File: config.mk
export PLATFORM = sky130hd
export DESIGN_NAME = lpm_top
export DESIGN_NICKNAME = d
export VERILOG_FILES = /design/src/rtl/lpm_pkg.sv /design/src/rtl/lpm_idle_timer.sv /design/src/rtl/lpm_if_ctrl.sv /design/src/rtl/lpm_linkon_gen.sv /design/src/rtl/lpm_top.sv
export SDC_FILE = /design/constraint.sdc
export NUM_CORES = 1
export LEC_CHECK = 0
export ABC_AREA = 1
export CORE_ASPECT_RATIO = 0.9
export CORE_MARGIN = 10
export CORE_UTILIZATION = 55
export CTS_CLUSTER_SIZE = 8
export DETAILED_ROUTE_END_ITERATION = 10
export GPL_ROUTABILITY_DRIVEN = 0
export GPL_TIMING_DRIVEN = 0
export PLACE_DENSITY = 0.84
export SYNTH_ARGS = -nofsm -noshare
export SYNTH_HDL_FRONTEND = slang
export SYNTH_SLANG_ARGS = --single-unit
File: constraint.sdc
create_clock -name clk -period 3 [get_ports clk]
set_clock_uncertainty 0.15 [all_clocks]
set_input_delay 0.45 -clock clk [delete_from_list [all_inputs] [get_ports clk]]
set_output_delay 0.45 -clock clk [all_outputs]
set_load 0.02 [all_outputs]
File: src/rtl/lpm_pkg.sv
package lpm_pkg;

    // Interface supervisor state
    typedef enum logic {
        IFS_ON  = 1'b0,
        IFS_OFF = 1'b1
    } if_state_e;

    // Qualified view of the inactivity counter
    typedef struct packed {
        logic present;    // link reports power this cycle
        logic past_short; // absence longer than the short window
        logic saturated;  // absence reached the long window
    } idle_flags_t;

    // Width needed to hold a count from 0 to lim inclusive
    function automatic int unsigned count_width(input int unsigned lim);
        return (lim < 1) ? 1 : $clog2(lim + 1);
    endfunction

endpackage

File: src/rtl/lpm_idle_timer.sv
module lpm_idle_timer
    import lpm_pkg::*;
#(
    parameter int unsigned SHORT_CYC = 59,
    parameter int unsigned LONG_CYC  = 1229,
    localparam int unsigned CW = count_width(LONG_CYC)
) (
    input  logic          clk,
    input  logic          rst,
    input  logic          link_pwr,
    output logic [CW-1:0] cnt,
    output idle_flags_t   flags
);

    localparam logic [CW-1:0] LIM   = CW'(LONG_CYC);
    localparam logic [CW-1:0] SHORT = CW'(SHORT_CYC);

    always_ff @(posedge clk) begin
        if (rst) begin
            cnt <= '0;
        end else if (link_pwr) begin
            cnt <= '0;
        end else if (cnt != LIM) begin
            cnt <= cnt + 1'b1;
        end
    end

    always_comb begin
        flags.present    = link_pwr;
        flags.past_short = (cnt > SHORT);
        flags.saturated  = (cnt == LIM);
    end

endmodule

File: src/rtl/lpm_if_ctrl.sv
module lpm_if_ctrl
    import lpm_pkg::*;
(
    input  logic        clk,
    input  logic        rst,
    input  idle_flags_t flags,
    output logic        if_enable,
    output logic        if_reset
);

    if_state_e state_q, state_d;

    always_comb begin
        state_d = state_q;
        unique case (state_q)
            IFS_ON:  if (!flags.present && flags.saturated) state_d = IFS_OFF;
            IFS_OFF: if (flags.present) state_d = IFS_ON;
            default: state_d = IFS_ON;
        endcase
    end

    always_ff @(posedge clk) begin
        if (rst) begin
            state_q  <= IFS_ON;
            if_reset <= 1'b0;
        end else begin
            state_q  <= state_d;
            if_reset <= (state_q == IFS_ON) && flags.present && flags.past_short;
        end
    end

    assign if_enable = (state_q == IFS_ON);

endmodule

File: src/rtl/lpm_linkon_gen.sv
module lpm_linkon_gen
    import lpm_pkg::*;
#(
    parameter int unsigned LINKON_DIV = 8,
    localparam int unsigned HALF = LINKON_DIV / 2,
    localparam int unsigned PW   = count_width(HALF - 1)
) (
    input  logic clk,
    input  logic rst,
    input  logic req,
    input  logic if_enable,
    input  logic link_pwr,
    input  logic link_active,
    output logic armed,
    output logic wake_clk
);

    localparam logic [PW-1:0] LAST = PW'(HALF - 1);

    logic [PW-1:0] phase;
    logic          stop;

    assign stop = link_pwr && link_active;

    always_ff @(posedge clk) begin
        if (rst) begin
            armed <= 1'b0;
        end else if (stop) begin
            armed <= 1'b0;
        end else if (req && !if_enable) begin
            armed <= 1'b1;
        end
    end

    always_ff @(posedge clk) begin
        if (rst || !armed) begin
            phase    <= '0;
            wake_clk <= 1'b0;
        end else if (phase == LAST) begin
            phase    <= '0;
            wake_clk <= ~wake_clk;
        end else begin
            phase    <= phase + 1'b1;
        end
    end

endmodule

File: src/rtl/lpm_top.sv
module lpm_top
    import lpm_pkg::*;
#(
    parameter int unsigned SHORT_CYC  = 59,
    parameter int unsigned LONG_CYC   = 1229,
    parameter int unsigned LINKON_DIV = 8
) (
    input  logic clk,
    input  logic rst,
    input  logic link_pwr,
    input  logic linkon_req,
    input  logic link_active,
    input  logic contender_strap,
    output logic if_reset,
    output logic if_enable,
    output logic linkon_out,
    output logic contender
);

    localparam int unsigned CW = count_width(LONG_CYC);

    logic [CW-1:0] idle_cnt;
    idle_flags_t   idle_flags;
    logic          linkon_armed;

    lpm_idle_timer #(
        .SHORT_CYC(SHORT_CYC),
        .LONG_CYC (LONG_CYC)
    ) u_timer (
        .clk     (clk),
        .rst     (rst),
        .link_pwr(link_pwr),
        .cnt     (idle_cnt),
        .flags   (idle_flags)
    );

    lpm_if_ctrl u_ctrl (
        .clk      (clk),
        .rst      (rst),
        .flags    (idle_flags),
        .if_enable(if_enable),
        .if_reset (if_reset)
    );

    lpm_linkon_gen #(
        .LINKON_DIV(LINKON_DIV)
    ) u_wake (
        .clk        (clk),
        .rst        (rst),
        .req        (linkon_req),
        .if_enable  (if_enable),
        .link_pwr   (link_pwr),
        .link_active(link_active),
        .armed      (linkon_armed),
        .wake_clk   (linkon_out)
    );

    // Dual-purpose pin: read as a strap while reset is held
    always_ff @(posedge clk) begin
        if (rst) begin
            contender <= contender_strap;
        end
    end

endmodule

# --- Word level (Yosys, flattened, before mapping) ---
# Cells that the tools add are included.
classes:
  reduce_logical: 11
  bitwise: 2
  eq_ne: 3
  muxes: 3
  addsub: 2
  magnitude_cmp: 1
ops:
  columns: ["cell", "n"]
  rows:
  - ["11-bit by 1-bit adder with 11-bit output (second input constant)", 1]
  - ["11-bit equality test (second input constant)", 1]
  - ["11-bit by 6-bit greater-than comparator with 1-bit output (second input constant)", 1]
  - ["11-bit inequality test (second input constant)", 1]
  - ["2-bit OR reduction", 3]
  - ["1-bit logical AND", 5]
  - ["2-bit by 1-bit adder with 2-bit output (second input constant)", 1]
  - ["2-bit equality test (second input constant)", 1]
  - ["1-bit logical NOT", 2]
  - ["1-bit 2-to-1 mux", 2]
  - ["1-bit NOT", 2]
  - ["1-bit case mux with 2 select lines", 1]
  - ["1-bit logical OR", 1]
totals:
  wordCells: 29
  inputBits: 6
  output_inout_bits: 4
  regBits: 18

# --- Logic depth before layout (Yosys ltp) ---
# Gate-level depths: netlist (run 1).
depth:
  word_depth: 4
  depth_mapped: 8
  depth_no_buf: 8

# --- Modules after synthesis ---
# From an unflattened synthesis (run 1), not the netlist that was laid out.
hier_totals:
  cells_unflattened: 132
  area_unflattened_um2: 913.4
modules_own_cells:
  columns: ["module", "instances", "seq_area_each_um2", "cells_per_inst", "area_per_inst_um2"]
  rows:
  - ["lpm_idle_timer", 1, 220.2, 97, 641.9]
  - ["lpm_linkon_gen", 1, 80.1, 23, 165.2]
  - ["lpm_if_ctrl", 1, 40.0, 11, 76.3]
  - ["lpm_top", 1, 30.0, 1, 30.0]

# --- Worst setup path before layout (run 1) ---
# Ideal clock, no wire load.
synth_path:
  path_kind: "register to register"
  start: "register u_timer.cnt[0]"
  end: "register u_timer.cnt[6]"
  path_slack_ns: 1.722
  setup_time_ns: 0.117
  n_path_buf: 0
  path_stages_with_launch: 6
  period_less_slack_ns: 1.278
  arrival_time_ns: 1.011
  cell_sequence: "dfxtp_1 -> ha_1 -> nand3_2 -> nor2_4 -> xnor2_1 -> nor2_1"
synth_via:
  elab_chain_len: 1
synth_lines:
  columns: ["item", "line_no", "text"]
  rows:
  - ["from (decl)", "lpm_idle_timer.sv:11", "output logic [CW-1:0] cnt,"]
  - ["from (signal assigned)", "lpm_idle_timer.sv:24", "cnt <= cnt + 1'b1;"]
  - ["11-bit by 1-bit adder with 11-bit output or 11-bit inequality test (tied branches)", "lpm_idle_timer.sv:24, lpm_idle_timer.sv:23", null]
# Several ways; a longest one is shown, not always the timed one.
# A chain may end at the register's enable or synchronous reset.

# --- Worst setup path in the final report (run 1) ---
layout_path:
  start: "register u_ctrl.state_q"
  end: "output if_enable"
layout_via:
  elab_chain_len: 1
layout_lines:
  columns: ["item", "line_no", "text"]
  rows:
  - ["from (decl)", "lpm_if_ctrl.sv:11", "if_state_e state_q, state_d;"]
  - ["from (signal assigned)", "lpm_if_ctrl.sv:27", "state_q <= state_d;"]
  - ["1-bit NOT", "lpm_if_ctrl.sv:32", "assign if_enable = (state_q == IFS_ON);"]
  - ["to (decl)", "lpm_top.sv:15", "output logic if_enable,"]
# No other way between the ends.

==> metrics.txt, run 1 <==
WHS Path Cells 1; largest cells by area after synthesis dfxtp_1, nor2_1, nand2_1; remaining antenna violation count after routing 0; Post-Route Setup TNS 0 ns; status complete, no violations; Fmax achieved around 520 MHz; Fin. Hold Viols 0; fin crit share 64.0%; DRC violations left 0; GR Overflow Total 0; Routed met2 length 771 um; register area share after synthesis 42.7%; vias in the first global route 749; routed wire length on met3 91 um; CP Launch Type flop; max layer used met4; Least-Margin Pin Slew 0.279 ns; Worst Path Arrival approximately 1.3 ns; Die Area 3570 um2; vertical die dimension just under 60 um; Min Clock Period, post-route 1.92 ns; crit path max fanout 3; vias post-DR 752; share of layout cells above drive strength 1 8.46%; Mapped Nets 126; hold slack 0.275 ns; routed len/inst 11.4 um; leakage power 0.379 nW; Ys Warns 0; CTS sink count 18; Post-Place Cell Area 977 um2; DR iter-0 viols 21; Setup crit end kind output port; r2r startpoint u_timer.cnt[0]$_SDFFE_PP0P_; crit path kind flop to output port; Core Area 1460 um2; first-pass GRT wire length roughly 3000 um; Die W between 60 and 70 um; Final nets 140; final wirelength 1660 um; Post-CTS Repair Setup Buffers 0; max cap viols 0; drt pass-1 iters 5; Hold WC Path Type flop to flop; Clock transition at path regs 0.10 ns; initial antenna violation count 0; Syn Area/Cell between 7 and 8 um2; CP startpoint u_ctrl.state_q$_SDFF_PP0_; Skew-Pair Late Insertion Delay 0.29 ns; PwrDens 406 nW/um2; hold_sp u_wake.phase[0]$_SDFF_PP0_; H-tree levels 1; Hold Buf Count CTS 0; Cell variety after synth 20; M1 wire length 766 um; synthesized area between 800 and 900 um2; peak supply drop 0.000289 V; Row Count 13; worst rel slew slack 81.3%; max-slew violation count 0; initial core utilization 59.3%; post-synth top area cell dfxtp_1; Area Overhead vs Synth 16.7%; Synth top area share 39.2%; RSZ-0062 raised after global routing false; CTS tree built; via density per instance 5.19; Syn Inst Count 117; CTS Buf Count 3; diode count 0; CTS root buffer clkbuf_4; final setup fails 0; Worst EP required 2.40 ns; largest net degree at the start of global routing 11; final instance area 1010 um2; Total GRT Usage 10.7%; Post-DP HPWL 1300 um; PostCTS Resize Cnt 0; CTS Buffer Depth 2; IO buf count 9; top-level port count 10; R2R depth 6; post-synthesis register bit count 18
## cells in the mapped netlist
| library cell | number |
|---|---|
| a211oi_1 | 1 |
| a21oi_1 | 9 |
| and2_0 | 1 |
| clkinv_1 | 1 |
| dfxtp_1 | 17 |
| edfxtp_1 | 1 |
| ha_1 | 3 |
| inv_1 | 18 |
| nand2_1 | 19 |
| nand2_2 | 2 |
| nand3_1 | 8 |
| nand3_2 | 2 |
| nand3b_1 | 1 |
| nand4_1 | 4 |
| nor2_1 | 20 |
| nor2_2 | 1 |
| nor2_4 | 2 |
| o21ai_0 | 3 |
| xnor2_1 | 2 |
| xor2_1 | 2 |
## power by group
group / switching [mW] / internal [mW] / total (mW)
clock: 0.0709 / 0.0739 / 0.145
combinational: 0.0103 / 0.0104 / 0.0207
sequential: 0.00227 / 0.243 / 0.246
## cell families after synthesis
| logic type | count (synthesis) | share of synthesized area, % |
|---|---|---|
| compound gates | 13 | 7.78 |
| xor+xnor | 4 | 4.04 |
| fa+ha+maj | 3 | 4.32 |
| buf+inv | 19 | 8.21 |
| flops | 18 | 42.7 |
| simple gates | 60 | 33.0 |
## critical path: stages (launching register included)
cell	delay, ns
dfxtp_1	0.32
inv_1	0.09
clkdlybuf4s50_1	0.61
## registers in the layout, summed over array words and instances, names as in the netlist
| name | cells |
|---|---|
| contender | 1 |
| u_ctrl.if_reset | 1 |
| u_ctrl.state_q | 1 |
| u_timer.cnt | 11 |
| u_wake.armed | 1 |
| u_wake.phase | 2 |
| u_wake.wake_clk | 1 |
## metal layers
metal / GRT usage (%) / vias to the layer above
met4: 2.87 / 0
met2: 17.9 / 10
li1: - / 398
met3: 4.36 / 4
met1: 12.1 / 340
met5: 0 / -
## per-stage QoR
step | total power, mW | setup slack (ns) | util (%) | cells
after CTS | 0.415 | 1.08 | 69.2 | 145
after global routing | 0.424 | 1.05 | 69.2 | 145
final | 0.411 | 1.08 | 69.2 | 145
after global placement | 0.271 | 1.08 | 66.8 | 141
after floorplan | 0.259 | 1.72 | - | 117
after detailed placement | 0.272 | 1.07 | 66.8 | 141
## cell type report
class                      count  area (um2)
fill                         120         450
timing repair buffer           9        90.1
multi-input combinational     80         427
sequential                    18         370
tap                           15        18.8
clock buffer                   4        36.3
inverter                      19        71.3
## final timing paths
| check | endpoint | slack [ns] |
|---|---|---|
| max reg2reg | u_timer.cnt[0]$_SDFFE_PP0P_ | 1.54 |
| min reg2reg | u_wake.phase[0]$_SDFF_PP0_ | 0.28 |
| min | u_wake.phase[0]$_SDFF_PP0_ | 0.28 |
| max | if_enable | 1.08 |
## layout by cell type, fill, tap and decap left out
cell type / count
xor2_1: 2
a211oi_1: 1
clkbuf_4: 3
xnor2_1: 2
nand4_1: 4
clkinv_1: 1
dfxtp_1: 17
nand3_2: 2
clkbuf_8: 1
ha_1: 3
o21ai_0: 3
nor2_4: 2
nand3_1: 8
nand2_2: 2
nand2_1: 19
edfxtp_1: 1
inv_1: 18
nor2_1: 20
and2_0: 1
nor2_2: 1
clkdlybuf4s50_1: 9
nand3b_1: 1
a21oi_1: 9
Power figures use the tool's default switching activity.
==> run 2: changes to the inputs <==
Settings changed: CORE_UTILIZATION 55 to 48, PLACE_DENSITY 0.84 to 0.79.
Clock period 3 ns to 1.6 ns, I/O delays scaled along.
==> metrics.txt, run 2 (synthesis results as in run 1) <==
fin cells 154; vertical die dimension 60.4 um; final setup fails 0; Setup crit end kind output port; drt pass-1 iters 4; Biggest register u_timer.cnt; max reg flops 11; CTS root buffer clkbuf_4; most common cell after layout, fill and taps aside nor2_1; diode count 0; most frequent cells in the layout nor2_1, nand2_1, inv_1, dfxtp_1, a21oi_1; DR iter-0 viols 9; Die Area 3910 um2; CP max-delay cell dlygate4sd2_1; Core Area 1700 um2; worst rel slew slack roughly 79%; Post-DP HPWL 1340 um; Row Count 14; Hold WC Path Type flop to flop; total power 0.777 mW; GR Overflow Total 0; IO buf count 9; Post-Place Setup Slack -0.139 ns; worst path bufs/invs 2; final instance area roughly 1000 um2; Clock transition at path regs 0.10 ns; DRC violations left 0; H-tree levels 1; Fin. Hold Viols 0; CTS tree built; Min Clock Period, post-route 1.44 ns; initial core utilization 51.1%; Final nets 140; Worst Path Arrival 1.05 ns; CTS Buf Count 3; largest stage delay on the critical path ~0.35 ns; PnR worst setup slack 0.156 ns; first-pass GRT wire length 2930 um; largest net degree at the start of global routing 11; vias in the first global route 737; Least-Margin Pin Slew 0.311 ns; PwrDens 761 nW/um2; Skew-Pair Late Insertion Delay 0.29 ns; Post-Place Cells 150; via density per instance 4.92; RSZ-0062 raised after global routing false; routed len/inst 10.8 um; Total GRT Usage 9.46%; Worst EP required 1.21 ns; CTS Buffer Depth 2; Hold Buf Count CTS 0; FF-to-FF setup slack 0.19 ns; Regs by FF count u_timer.cnt: 11 flops, u_wake.phase: 2 flops; crit-path cells inv_1 -> dlygate4sd2_1; top-level port count 10; Area Overhead vs Synth 17.6%; Post-Place Cell Area 988 um2; peak supply drop 0.000571 V; share of layout cells above drive strength 1 9.23%; leakage power 0.388 nW; hold slack 0.276 ns; vias post-DR about 760; max-slew violation count 0; crit path max fanout 3; max cap viols 0; remaining antenna violation count after routing 0; status complete, no violations; CP top delay family buffers and inverters; fin crit share 90.3%; Die W 64.8 um; CP Launch Type flop; Post-CTS Repair Setup Buffers 0; CTS sink count 18; crit path kind flop to output port; Fmax achieved a little under 700 MHz; final wirelength 1670 um; initial antenna violation count 0
==> run 2: cell types whose count changed in the layout (fill, tap and decap cells not counted) <==
cell	delta
clkdlybuf4s50_1	-4
dfxtp_2	+1
dfxtp_1	-1
dlygate4sd2_1	+4
==> run 2: cell type report <==
cell class              count  area [um2]
clock buffers               4        36.3
fillers                   173         678
inverters                  19        71.3
multi-input cells          80         427
flip-flops and latches     18         372
well taps                  24        30.0
repair buffers              9        85.1
==> run 2: worst paths after layout <==
path | startpoint | endpoint | depth (start not counted)
setup / recovery | u_ctrl.state_q$_SDFF_PP0_ | if_enable | 2
hold / removal | u_wake.phase[0]$_SDFF_PP0_ | u_wake.phase[0]$_SDFF_PP0_ | 1
setup reg to reg | u_timer.cnt[1]$_SDFFE_PP0P_ | u_timer.cnt[6]$_SDFFE_PP0P_ | 5
hold reg to reg | u_wake.phase[0]$_SDFF_PP0_ | u_wake.phase[0]$_SDFF_PP0_ | 1
==> run 2: routing by layer <==
metal  wire, um  vias to the layer above  global-route usage [%]  part of all wire, %
li1           -                      394                       -                    -
met1        809                      348                    10.0                   48
met2        773                       12                    17.4                   46
met3         62                        4                    2.95                  3.7
met4         23                        0                    3.66                  1.4
met5          0                        -                       0                    0
==> run 2: power breakdown <==
| part | leakage (nW) | switching (mW) | internal, mW |
|---|---|---|---|
| clock network | 0.0210 | 0.141 | 0.139 |
| logic | 0.219 | 0.0184 | 0.0181 |
| registers | 0.147 | 0.00404 | 0.457 |
==> run 2: metrics by stage <==
step / TNS (ns) / util [%]
2_1_floorplan: 0 / -
3_3_place_gp: -1.29 / 58.2
3_5_place_dp: -1.11 / 58.2
4_1_cts: 0 / 60.0
5_1_grt: 0 / 60.1
6_report: 0 / 60.1
==> run 2: repair_timing <==
item | 4_1_cts | 5_1_grt
gates cloned | 0 | 0
resized for setup | 4 | 1
setup endpoints to repair | 4 | 2
